[src/rtl/cart_bus_engine.sv]
module cart_bus_engine #(
  parameter int SETUP_W = 4,
  parameter int AW      = 16,
  parameter int DW      = 8
) (
  input  logic               clk,
  input  logic               rst_n,
  input  logic [SETUP_W-1:0] setup_cycles,
  input  logic [7:0]         rx_data,
  input  logic               rx_valid,
  output logic               rx_ready,
  output logic [DW-1:0]      tx_data,
  output logic               tx_valid,
  input  logic               tx_ready,
  output logic [AW-1:0]      bus_addr,
  output logic               bus_rw,
  output logic [DW-1:0]      bus_dout,
  output logic               bus_oe,
  input  logic [DW-1:0]      bus_din
);

  localparam logic [7:0] OP_POKE = 8'h01;
  localparam logic [7:0] OP_PEEK = 8'h02;
  localparam logic [7:0] OP_RUN  = 8'h03;

  typedef enum logic [3:0] {
    ST_OP, ST_AH, ST_AL, ST_DAT, ST_LH, ST_LL,
    ST_WSET, ST_WLOW, ST_WHOLD, ST_RSET, ST_RESP
  } state_t;

  state_t             st;
  logic [1:0]         op;
  logic [AW-1:0]      addr;
  logic [DW-1:0]      wdat, rdat;
  logic [15:0]        remain;
  logic [SETUP_W-1:0] cnt;
  logic               take;
  logic               cnt_done;

  assign rx_ready = (st == ST_OP) || (st == ST_AH) || (st == ST_AL) ||
                    (st == ST_DAT) || (st == ST_LH) || (st == ST_LL);
  assign take     = rx_valid && rx_ready;
  assign cnt_done = (cnt == '0);

  assign bus_addr = addr;
  assign bus_dout = wdat;
  assign bus_rw   = (st != ST_WLOW);
  assign bus_oe   = (st == ST_WLOW) || (st == ST_WHOLD);
  assign tx_valid = (st == ST_RESP);
  assign tx_data  = rdat;

  always_ff @(posedge clk) begin
    if (!rst_n) begin
      st     <= ST_OP;
      op     <= '0;
      addr   <= '0;
      wdat   <= '0;
      rdat   <= '0;
      remain <= '0;
      cnt    <= '0;
    end else begin
      unique case (st)
        ST_OP: if (take && (rx_data == OP_POKE || rx_data == OP_PEEK || rx_data == OP_RUN)) begin
          op <= rx_data[1:0];
          st <= ST_AH;
        end
        ST_AH: if (take) begin
          addr[AW-1:8] <= rx_data[AW-9:0];
          st           <= ST_AL;
        end
        ST_AL: if (take) begin
          addr[7:0] <= rx_data;
          cnt       <= setup_cycles;
          if (op == OP_POKE[1:0])      st <= ST_DAT;
          else if (op == OP_RUN[1:0])  st <= ST_LH;
          else begin
            remain <= 16'd1;
            st     <= ST_RSET;
          end
        end
        ST_DAT: if (take) begin
          wdat <= rx_data[DW-1:0];
          cnt  <= setup_cycles;
          st   <= ST_WSET;
        end
        ST_LH: if (take) begin
          remain[15:8] <= rx_data;
          st           <= ST_LL;
        end
        ST_LL: if (take) begin
          remain[7:0] <= rx_data;
          cnt         <= setup_cycles;
          st          <= ({remain[15:8], rx_data} == 16'd0) ? ST_OP : ST_RSET;
        end
        ST_WSET: if (cnt_done) begin
          cnt <= setup_cycles;
          st  <= ST_WLOW;
        end else cnt <= cnt - 1'b1;
        ST_WLOW: if (cnt_done) begin
          cnt <= setup_cycles;
          st  <= ST_WHOLD;
        end else cnt <= cnt - 1'b1;
        ST_WHOLD: if (cnt_done) st <= ST_OP;
                  else cnt <= cnt - 1'b1;
        ST_RSET: if (cnt_done) begin
          rdat <= bus_din;
          st   <= ST_RESP;
        end else cnt <= cnt - 1'b1;
        ST_RESP: if (tx_ready) begin
          remain <= remain - 16'd1;
          if (remain == 16'd1) st <= ST_OP;
          else begin
            addr <= addr + 1'b1;
            cnt  <= setup_cycles;
            st   <= ST_RSET;
          end
        end
        default: st <= ST_OP;
      endcase
    end
  end


  rw_low_drives_chk: assert property (@(posedge clk) disable iff (!rst_n)
    !bus_rw |-> bus_oe);


  addr_stable_at_strobe_chk: assert property (@(posedge clk) disable iff (!rst_n)
    $fell(bus_rw) |-> $stable(bus_addr));


  drive_stable_chk: assert property (@(posedge clk) disable iff (!rst_n)
    bus_oe && $past(bus_oe) |-> $stable(bus_dout) && $stable(bus_addr));


  reply_while_idle_bus_chk: assert property (@(posedge clk) disable iff (!rst_n)
    tx_valid |-> bus_rw && !bus_oe);


  reply_hold_chk: assert property (@(posedge clk) disable iff (!rst_n)
    tx_valid && !tx_ready |=> tx_valid && $stable(tx_data) && $stable(bus_addr));


  no_accept_while_reply_chk: assert property (@(posedge clk) disable iff (!rst_n)
    tx_valid |-> !rx_ready);

endmodule

[config.mk]
export PLATFORM = sky130hd
export DESIGN_NAME = cart_bus_engine
export DESIGN_NICKNAME = d
export VERILOG_FILES = /design/src/rtl/cart_bus_engine.sv
export SDC_FILE = /design/constraint.sdc
export NUM_CORES = 1
export LEC_CHECK = 0
export BUFFER_PORTS_ARGS = -buffer_cell sky130_fd_sc_hd__buf_2
export CORE_UTILIZATION = 30
export CTS_CLUSTER_DIAMETER = 100
export DETAILED_ROUTE_END_ITERATION = 7
export HOLD_SLACK_MARGIN = 0.03
export SYNTH_ARGS = -nofsm -noshare
export SYNTH_HDL_FRONTEND = slang
export SYNTH_SLANG_ARGS = --single-unit
[constraint.sdc]
create_clock -name clk -period 2.52 [get_ports clk]
set_clock_uncertainty 0.05 [all_clocks]
set_input_delay 0.126 -clock clk [delete_from_list [all_inputs] [get_ports clk]]
set_output_delay 0.126 -clock clk [all_outputs]
set_load 0.05 [all_outputs]
Word level (Yosys, flattened, before mapping)
Index checks and enable logic that the tools add are counted.
- input bits: 24
- bits in registers: 58
- output and inout port bits: 36
- logic and storage cells: 108
- eq/ne operators: 33
- multiplexer cells: 33
- add/subtract/negate cells: 3
- reductions and logical operators: 30
- operators by type and width (kind ; number):
    $mux 16 ; 6
    $mux 4 ; 20
    $pmux 8 s3 ; 2
    $pmux 4 s11 ; 1
    $pmux 8 s2 ; 2
    $ne 2x2->1 const B ; 13
    $add 16x1->16 const B ; 1
    $eq 16x1->1 const B ; 1
    $eq 4x3->1 const B ; 4
    $eq 8x2->1 const B ; 2
    $logic_not 16->1 ; 1
    $pmux 4 s4 ; 1
    $sub 16x1->16 const B ; 1
    $eq 4x4->1 const B ; 3
    $reduce_and 6->1 ; 2
    $reduce_and 11->1 ; 1
    $eq 4x2->1 const B ; 2
    $eq 8x1->1 const B ; 1
    $logic_not 4->1 ; 2
    $logic_or 1x1->1 ; 8
    $mux 8 ; 1
    $reduce_and 4->1 ; 2
    $ne 2x1->1 const B ; 3
    $reduce_and 2->1 ; 3
    other kinds (12) ; 16

Depth between registers and ports, before layout
Gate-level depths: netlist (run 1).
- depth in word-level cells: 10
- mapped depth: 11
- gate-level depth less buffers: 8

Worst setup path after synthesis (run 1)
Ideal clock, no wire load.
- kind: register to register
- from: register addr[0], in the netlist bus_addr[0]
- to: register addr[14], in the netlist bus_addr[14]
- setup time: 0.093 ns
- required time: 2.377 ns
- buffers on the path: 0
- period minus slack after synthesis: 2.373 ns
- arrival time: 2.231 ns
- setup slack: 0.147 ns
- stages on the path, launching flop included: 8
- cells stage by stage: dfxtp_1 -> ha_1 -> nand3_1 -> or3_1 -> nor2_1 -> nand2_1 -> o31a_1 -> o32ai_1
- cells in the longest elaborated chain, start to end: 4
- ends and longest elaborated chain (element ; RTL line ; source):
    start: declaration ; 33 ; logic [AW-1:0] addr;
    start signal: indexed assignment ; 68 ; addr[AW-1:8] <= rx_data[AW-9:0];
    start signal: assignment ; 72 ; addr[7:0] <= rx_data;
    start signal: assignment ; 113 ; addr <= addr + 1'b1;
    $add 16x1->16 ; 113 ;
    $mux 16 ; 111 ; if (remain == 16'd1) st <= ST_OP;
    $mux 16 ; 109 ; ST_RESP: if (tx_ready) begin
    $pmux 8 s2 ; 62 ; unique case (st)
Every way passes these cells. The select of a mux whose other input is x is not followed.
A chain may end at the register's enable or synchronous reset.

Worst setup path in the final report (run 1)
- from: register st[1]
- to: output port tx_valid
- cells in the longest elaborated chain, start to end: 1
- ends and longest elaborated chain (element ; RTL line ; source):
    start: declaration ; 31 ; state_t st;
    start signal: assignment ; 93 ; st <= ({remain[15:8], rx_data} == 16'd0) ? ST_OP : ST_RSET;
    $eq 4x4->1 ; 49 ; assign tx_valid = (st == ST_RESP);
    end: declaration ; 13 ; output logic tx_valid,
Every way passes these cells.

==> results of run 1 <==
## worst paths after layout
| kind | slack (ns) | endpoint | start | cells past startpoint |
|---|---|---|---|---|
| worst max-delay path | 0.28 | tx_valid | st[1] | 5 |
| worst min-delay path | 0.05 | cnt[0] | setup_cycles[0] | 3 |
| worst max register to register | 0.29 | bus_addr[14] | bus_addr[0] | 7 |
| worst min register to register | 0.42 | bus_addr[15] | bus_addr[15] | 2 |
## metal layers
layer / part of all wire, % / vias up / wire [um] / track usage (%)
li1: - / 1760 / - / -
met1: 43 / 1663 / 4540 / 22.7
met2: 48 / 175 / 4970 / 27.6
met3: 6.8 / 23 / 713 / 3.17
met4: 2.3 / 0 / 238 / 8.65
met5: 0 / - / 0 / 0
## registers in the layout, summed over array words and instances (netlist names)
| name | flops |
|---|---|
| bus_addr | 16 |
| bus_dout | 8 |
| cnt | 4 |
| op | 2 |
| remain | 16 |
| st | 4 |
| tx_data | 8 |
## cell type report
| class | count | area share [%] |
|---|---|---|
| inverters | 13 | 1.17 |
| clock buffers | 13 | 6.17 |
| clock inverters | 2 | 0.800 |
| multi-input cells | 348 | 50.5 |
| flip-flops and latches | 58 | 26.5 |
| well taps | 143 | 4.08 |
| repair buffers | 80 | 10.8 |
## stage by stage
stage	instances	cell area, um2	util (%)
global placement	634	4000	34.7
floorplan	447	3570	-
detailed placement	634	4000	34.7
CTS	657	4380	38.0
global route	657	4380	38.0
finish	657	4380	38.0
## worst reg2reg max path, delay by kind of cell (launching register included)
kind                     cells  cell delay [ns]
flip-flops                   1             0.43
AND/OR/NAND/NOR              4             0.95
adder cells (fa/ha/maj)      1             0.24
AO/OA/AOI/OAI                2             0.47
## synth_stat cells, drive strengths merged, types with 6 or more instances
master  instances  area, um2
dfxtp          58       1160
nand2          48        188
nor2           46        180
a21oi          38        205
o21ai          31        155
mux2i          21        210
nor2b          21        131
buf            15       97.6
clkbuf         13       48.8
nand3          13       65.1
inv            12       47.6
nor3           12       65.1
and2            9       63.8
a22oi           6       45.0
nor4            6       65.1
o22ai           6       37.5
o32ai           6       52.6
## timing repair
| action | CTS | global route |
|---|---|---|
| hold endpoints to repair | 8 | 0 |
| hold buffers | 8 | 0 |
| endpoints found under the setup margin | 0 | 0 |
## cells in the final DEF (no fill, tap or decap), types with 3 or more instances in the layout
cell type	synthesis	final
and2_4	3	3
nand4_1	3	3
clkbuf_8	0	3
ha_1	5	5
buf_4	3	13
or2_2	3	3
o31ai_1	4	4
buf_2	6	59
a22oi_1	6	6
o21ai_0	28	28
dfxtp_1	58	58
and2_1	6	6
nor4_1	3	3
mux2_2	3	3
inv_1	11	11
nor2b_1	21	21
a21oi_1	36	36
a32o_1	4	4
a31oi_1	3	3
and3_1	4	4
o32ai_1	6	6
nand3_1	13	13
mux2i_1	21	21
dlygate4sd3_1	0	8
nor3b_1	5	5
a21o_1	4	4
nor3_1	11	11
nand2_1	47	47
clkbuf_16	0	9
o22ai_1	6	6
o211a_1	3	3
nor2_1	45	45
nand2b_1	3	3
o21ai_1	3	3
a211oi_1	3	3
## logic make-up (layout without fill, tap and decap cells)
family	Yosys count	count (layout)	synth area share, %
AOI/OAI and AO/OA	136	136	26.0
xor gates and xnor gates	1	1	0.245
adders and majority gates	5	5	1.75
buffers and inverters	41	108	5.54
DFF	58	58	32.5
muxes	24	24	6.83
and+or+nand+nor	182	182	27.1
## power breakdown
group	total, uW	leakage, uW	switching (uW)	internal, uW
logic	1350	0.00118	827	519
registers	1160	0.000469	143	1010
clock network	1250	0.000152	409	838
total	3750	0.00180	1380	2370
==> flow_summary.toml, run 1 <==
[status]
status = "complete, but fails checks"
violations = "design-rule violations"

[place]
post-place-ws_ns = 0.350
io_buffer_count = 59
hpwl_um = 7330
gp_congestion = 0.880

[sta]
rsz0062_at_grt = "no"
tightest_slew_ns = 0.538
fin_crit_ns = 2.24
setup_viol = 0
postLayoutSetupSlackWorst_ns = 0.278
finalHoldViolCount = 0
finalSetupTns_ns = 0
max-slew-margin-rel_pct = 64.1
fmax_mhz = 446
slew_violations = 0
timing.hold.ws_ns = 0.0489
min_period_over_period_pct = 89.0

[die]
coreArea_um2 = 11500
start_util_pct = 31.0
die_h_um = 111
rows = 39
pin_count = 60
die_width_um = 111
die-area_um2 = 12300

[cells_and_area]
area_delta_synth_final_pct = 22.7
fillers = 1187
seq_area_um2 = 1160
drive_gt1_share_pct = 22.4
nNetsFinal = 539
multiInputGateArea_um2 = 2210
diodes = 0

[setup_path]
crit_arrival_ns = 2.07
path_buf_inv = 3
path_class = "reg -> out"
crit_path_end_kind = "primary output"
critical_path_required_ns = 2.34
startpoint_type = "flop"
crit_chain = "and2_4, nand2_4, inv_4, buf_4, buf_2"
max_stage_delay_ns = 0.65
cp_top_family = "buffers and inverters"
path_max_fanout = 26
crit_slowest_cell = "dfxtp_1"

[clock_network]
clk_latency_ns = 0.33
ctsResizeCount = 0
cts_num_sinks = 58
cts_tree = "done"
cts_max_path_buffers = 2
clk_pin_slew_worst_paths_ns = 0.05
cts-buffers-inserted = 9
cts-root-buf = "clkbuf_16"
htreeDepth = 3
post-cts-setup-buffers = 0

[synthesis]
async_flop_share_pct = 0
yosysSeqAreaShare_pct = 32.5
ys.flop_type = "dfxtp_1"
postSynthAreaPerCell_um2 = 7.99
syn-cell-area_um2 = 3570
ys_seq_elements = 58
synth_edf_count = 0
ys_warn_count = 0
synth_nets = 476
ys_types = 73
synthCells = 447

[global_routing]
globalRouteTotalUtil_pct = 17.4
antenna_found_initial = 0
overflow = 0
grt_pass1_vias = 3420
grt_pass1_wl_um = 17300
grt_max_degree = 46

[detailed_routing]
post-route-drc-count = 4
vias = 3621
ant_nets = 0
routed_wl_um = 10500
drtIter0Drc = 296
via_per_inst = 5.51
first_pass_iters = 7
wire_per_inst_um = 15.9

[pwr]
powerDensity_nw_per_um2 = 856
p_total_uw = 3750
leakagePower_uw = 0.00180
peakVddDrop_uv = 308

[flow_run]
cap_viol_max_count = 0

[min_path]
hp-class = "in -> reg"
Power figures use the tool's default switching activity.
==> inputs of run 2 (changes only) <==
--- a/config.mk
+++ b/config.mk
@@ -5,7 +5,7 @@
 export SDC_FILE = /design/constraint.sdc
 export NUM_CORES = 1
 export LEC_CHECK = 0
-export BUFFER_PORTS_ARGS = -buffer_cell sky130_fd_sc_hd__buf_2
+export BUFFER_PORTS_ARGS = -buffer_cell sky130_fd_sc_hd__buf_4
 export CORE_UTILIZATION = 30
 export CTS_CLUSTER_DIAMETER = 100
 export DETAILED_ROUTE_END_ITERATION = 7
==> flow_summary.toml, run 2 (synthesis results as in run 1) <==
[status]
status = "complete, but fails checks"
violations = "design-rule violations"

[place]
gp_congestion = 0.871
hpwl_um = 7400
io_buffer_count = 59

[cells_and_area]
final_common_cell = "buf_4"
seq_area_um2 = 1160
nNetsFinal = 541
drive_gt1_share_pct = 22.8
area_delta_synth_final_pct = 26.4
diodes = 0
multiInputGateArea_um2 = 2210
fillers = 1190
mostFrequentLayoutCells = "buf_4 (73), dfxtp_1 (58), nand2_1 (47), nor2_1 (45), a21oi_1 (36)"

[setup_path]
r2r_end = "bus_addr[14]"
startpoint_type = "flop"
path_max_fanout = 7
worst_r2r_path_depth = 7
r2r-start = "bus_addr[0]"
ff2ff_setup_slack_ns = 0.22
crit_arrival_ns = 2.48
crit_slowest_cell = "dfxtp_1"
critical_path_required_ns = 2.71
path_class = "reg -> reg"
max_stage_delay_ns = 0.47
crit_path_end_kind = "flop"
crit_chain = "ha_1, nand3_1, or3_1, nor2_1, nand2_1, o31a_1, o32ai_1"

[die]
coreArea_um2 = 11500
start_util_pct = 31.0
rows = 39
die_width_um = 111
die_h_um = 111
pin_count = 60
die-area_um2 = 12300

[clock_network]
post-cts-setup-buffers = 0
ctsResizeCount = 0
clk_latency_ns = 0.34
clk_pin_slew_worst_paths_ns = 0.05
cts-buffers-inserted = 9
cts-root-buf = "clkbuf_16"
cts_tree = "done"
cts_hold_buf = 9
cts_max_path_buffers = 2
cts_num_sinks = 58
htreeDepth = 3

[detailed_routing]
vias = 3648
routed_wl_um = 10500
first_pass_iters = 8
drtIter0Drc = 297
via_per_inst = 5.53
post-route-drc-count = 4
wire_per_inst_um = 16.0
ant_nets = 0

[sta]
finalSetupTns_ns = 0
rsz0062_at_grt = "no"
slew_violations = 0
max-slew-margin-rel_pct = 66.5
fin_crit_ns = 2.30
setup_viol = 0
fmax_mhz = 435
min_period_over_period_pct = 91.2
finalHoldViolCount = 0
tightest_slew_ns = 0.501

[min_path]
holdPathEnd = "remain[14]"
hp-class = "in -> reg"
worstHoldStart = "rx_data[6]"
min_path_cells = 3

[global_routing]
globalRouteTotalUtil_pct = 17.5
grt_max_degree = 46
overflow = 0
grt_pass1_wl_um = 17400
grt_pass1_vias = 3510
antenna_found_initial = 0

[pwr]
powerDensity_nw_per_um2 = 816
p_total_uw = 3680
peakVddDrop_uv = 312
leakagePower_uw = 0.00180

[flow_run]
cap_viol_max_count = 0
run 2: cell count changes in the layout (fill, tap and decap cells not counted), sizes merged:
| cell | before | now |
|---|---|---|
| buf | 72 | 73 |
| bufinv | 1 | 0 |
| clkbuf | 13 | 9 |
| clkinv | 2 | 5 |
| clkinvlp | 0 | 3 |
| dlygate4sd3 | 8 | 9 |
run 2: final cells by class:
type,instances,area share [%]
multi-input cells,348,49.0
flip-flops and latches,58,25.7
repair buffers,82,14.1
clock buffers,9,4.99
well taps,143,3.97
inverters,13,1.14
clock inverters,7,1.03
run 2: worst max-delay path by stage:
stage,start,endpoint,cells after the start
after floorplan,bus_addr[0],bus_addr[14],7
after global placement,st[1],cnt[1],5
after detailed placement,bus_addr[0],bus_addr[14],7
after CTS,bus_addr[0],bus_addr[14],7
after global routing,bus_addr[0],bus_addr[14],7
final,bus_addr[0],bus_addr[14],7
run 2: metal layers:
| metal | vias up | global-route usage, % | wire length, um |
|---|---|---|---|
| met5 | - | 0 | 0 |
| met3 | 22 | 2.79 | 548 |
| met4 | 0 | 8.65 | 286 |
| li1 | 1761 | - | - |
| met1 | 1719 | 21.6 | 4590 |
| met2 | 146 | 29.6 | 5110 |
run 2: worst max-delay path: cells and delay by family, from the launching register on:
kind / cells / cell delay [ns]
AO/OA/AOI/OAI: 2 / 0.46
adder cells (fa/ha/maj): 1 / 0.25
flip-flops: 1 / 0.47
AND/OR/NAND/NOR: 4 / 0.97
run 2: per-stage QoR:
stage	utilization (%)	area (um2)	std cells	hold slack (ns)	setup slack [ns]
2_1_floorplan	-	3570	447	0.220	0.147
3_3_place_gp	36.0	4150	635	0.307	0.356
3_5_place_dp	36.0	4150	635	0.337	0.275
4_1_cts	39.2	4510	660	0.0647	0.244
5_1_grt	39.2	4510	660	0.0719	0.0783
6_report	39.2	4510	660	0.0719	0.223
run 2: where the power goes:
part	internal [uW]	total (uW)	switching (uW)
sequential	1010	1130	120
combinational	568	1440	875
clock	659	1110	447
==> inputs of run 3 (changes only) <==
==> constraint.sdc (replaced) <==
create_clock -name clk -period 2.68 [get_ports clk]
set_clock_uncertainty 0.05 [all_clocks]
set_input_delay 0.134 -clock clk [delete_from_list [all_inputs] [get_ports clk]]
set_output_delay 0.134 -clock clk [all_outputs]
set_load 0.05 [all_outputs]
==> flow_summary.toml, run 3 (synthesis results as in run 1) <==
[die]
die_width_um = 111
rows = 39
coreArea_um2 = 11500
die_h_um = 111
pin_count = 60
start_util_pct = 31.0
die-area_um2 = 12300

[place]
hpwl_um = 7100
io_buffer_count = 59
gp_congestion = 0.818
place_inst = 632

[sta]
fin_crit_ns = 2.19
finalSetupTns_ns = 0
tightest_slew_ns = 0.551
max-slew-margin-rel_pct = 63.2
rsz0062_at_grt = "no"
slew_violations = 0
fmax_mhz = 456
min_period_over_period_pct = 81.7
setup_viol = 0
finalHoldViolCount = 0

[cells_and_area]
area_delta_synth_final_pct = 26.5
mostFrequentLayoutCells = "buf_4 (70), dfxtp_1 (58), nand2_1 (47), nor2_1 (45), a21oi_1 (36)"
fillers = 1215
drive_gt1_share_pct = 22.5
diodes = 0
fin_cells = 655
nNetsFinal = 536
multiInputGateArea_um2 = 2210
final_common_cell = "buf_4"
seq_area_um2 = 1160

[pwr]
seqPwrFrac_pct = 30.4
p_int_uw = 2280
switchingPower_uw = 1320
peakVddDrop_uv = 355
clkPwrFrac_pct = 34.3
leakagePower_uw = 0.00180
powerDensity_nw_per_um2 = 798
swShare_pct = 36.7
power.share.combinational_pct = 35.3

[clock_network]
htreeDepth = 3
cts_tree = "done"
cts_num_sinks = 58
cts-root-buf = "clkbuf_16"
clk_pin_slew_worst_paths_ns = 0.06
clk_latency_ns = 0.33
cts-buffers-inserted = 9
cts_max_path_buffers = 2
ctsResizeCount = 0

[setup_path]
path_max_fanout = 12
startpoint_type = "flop"
path_class = "reg -> reg"
crit_path_end_kind = "flop"
crit_arrival_ns = 2.35
critical_path_required_ns = 2.84

[global_routing]
overflow = 0
grt_max_degree = 47
grt_pass1_wl_um = 16500
grt_pass1_vias = 3349
globalRouteTotalUtil_pct = 16.7
antenna_found_initial = 0

[detailed_routing]
routed_wl_um = 10200
drtIter0Drc = 196
wire_per_inst_um = 15.6
ant_nets = 0
first_pass_iters = 6
post-route-drc-count = 4
via_per_inst = 5.43
vias = 3557

[min_path]
hp-class = "in -> reg"

[flow_run]
cap_viol_max_count = 0

[status]
status = "complete, but fails checks"
violations = "design-rule violations"
## run 3: cell type report
type | count | share of cell area (%)
repair buffers | 77 | 13.2
clock buffers | 9 | 4.99
flip-flops and latches | 58 | 25.7
multi-input cells | 348 | 48.9
inverters | 13 | 1.14
clock inverters | 7 | 2.08
well taps | 143 | 3.96
## run 3: what timing repair did
action	4_1_cts	5_1_grt
buffers inserted	0	0
endpoints found under the hold margin	7	0
hold buffers	7	0
## run 3: metal layers
| layer | vias up | part of all wire (%) | track usage [%] |
|---|---|---|---|
| met3 | 13 | 6.1 | 3.72 |
| met4 | 0 | 1.8 | 7.12 |
| li1 | 1752 | - | - |
| met5 | - | 0 | 0 |
| met1 | 1689 | 43 | 20.4 |
| met2 | 103 | 49 | 28.2 |
## run 3: per-stage QoR
| stage | utilization, % | hold WS (ns) | area [um2] | setup WS [ns] | power (uW) |
|---|---|---|---|---|---|
| after floorplan | - | 0.228 | 3570 | 0.307 | 2070 |
| after global placement | 35.8 | 0.325 | 4130 | 0.575 | 2350 |
| after detailed placement | 35.8 | 0.338 | 4130 | 0.502 | 2380 |
| after CTS | 39.2 | 0.0330 | 4520 | 0.487 | 3630 |
| after global routing | 39.2 | 0.0380 | 4520 | 0.316 | 3810 |
| final | 39.2 | 0.0369 | 4520 | 0.489 | 3600 |
## run 3: power by group through the flow
stage          Clock [uW]  Sequential, uW  Combinational (uW)
6_report             1240            1090                1270
3_3_place_gp            0            1110                1250
5_1_grt              1300            1110                1400
3_5_place_dp            0            1110                1270
2_1_floorplan           0            1130                 942
4_1_cts              1260            1090                1280
## run 3: worst max-delay path, cell delays in order (launching register included)
cell	delay, ns
dfxtp_1	0.62
buf_4	0.24
nor3b_1	0.33
a311o_1	0.17
a21oi_1	0.04
a211o_1	0.38
a21oi_1	0.16
o22ai_1	0.08
## run 3: worst paths after layout
kind / cells after the start / endpoint / start / slack [ns]
setup / recovery: 7 / cnt[0] / st[3] / 0.49
hold / removal: 3 / tx_data[2] / bus_din[2] / 0.04
setup reg to reg: 7 / cnt[0] / st[3] / 0.49
hold reg to reg: 2 / bus_addr[15] / bus_addr[15] / 0.43
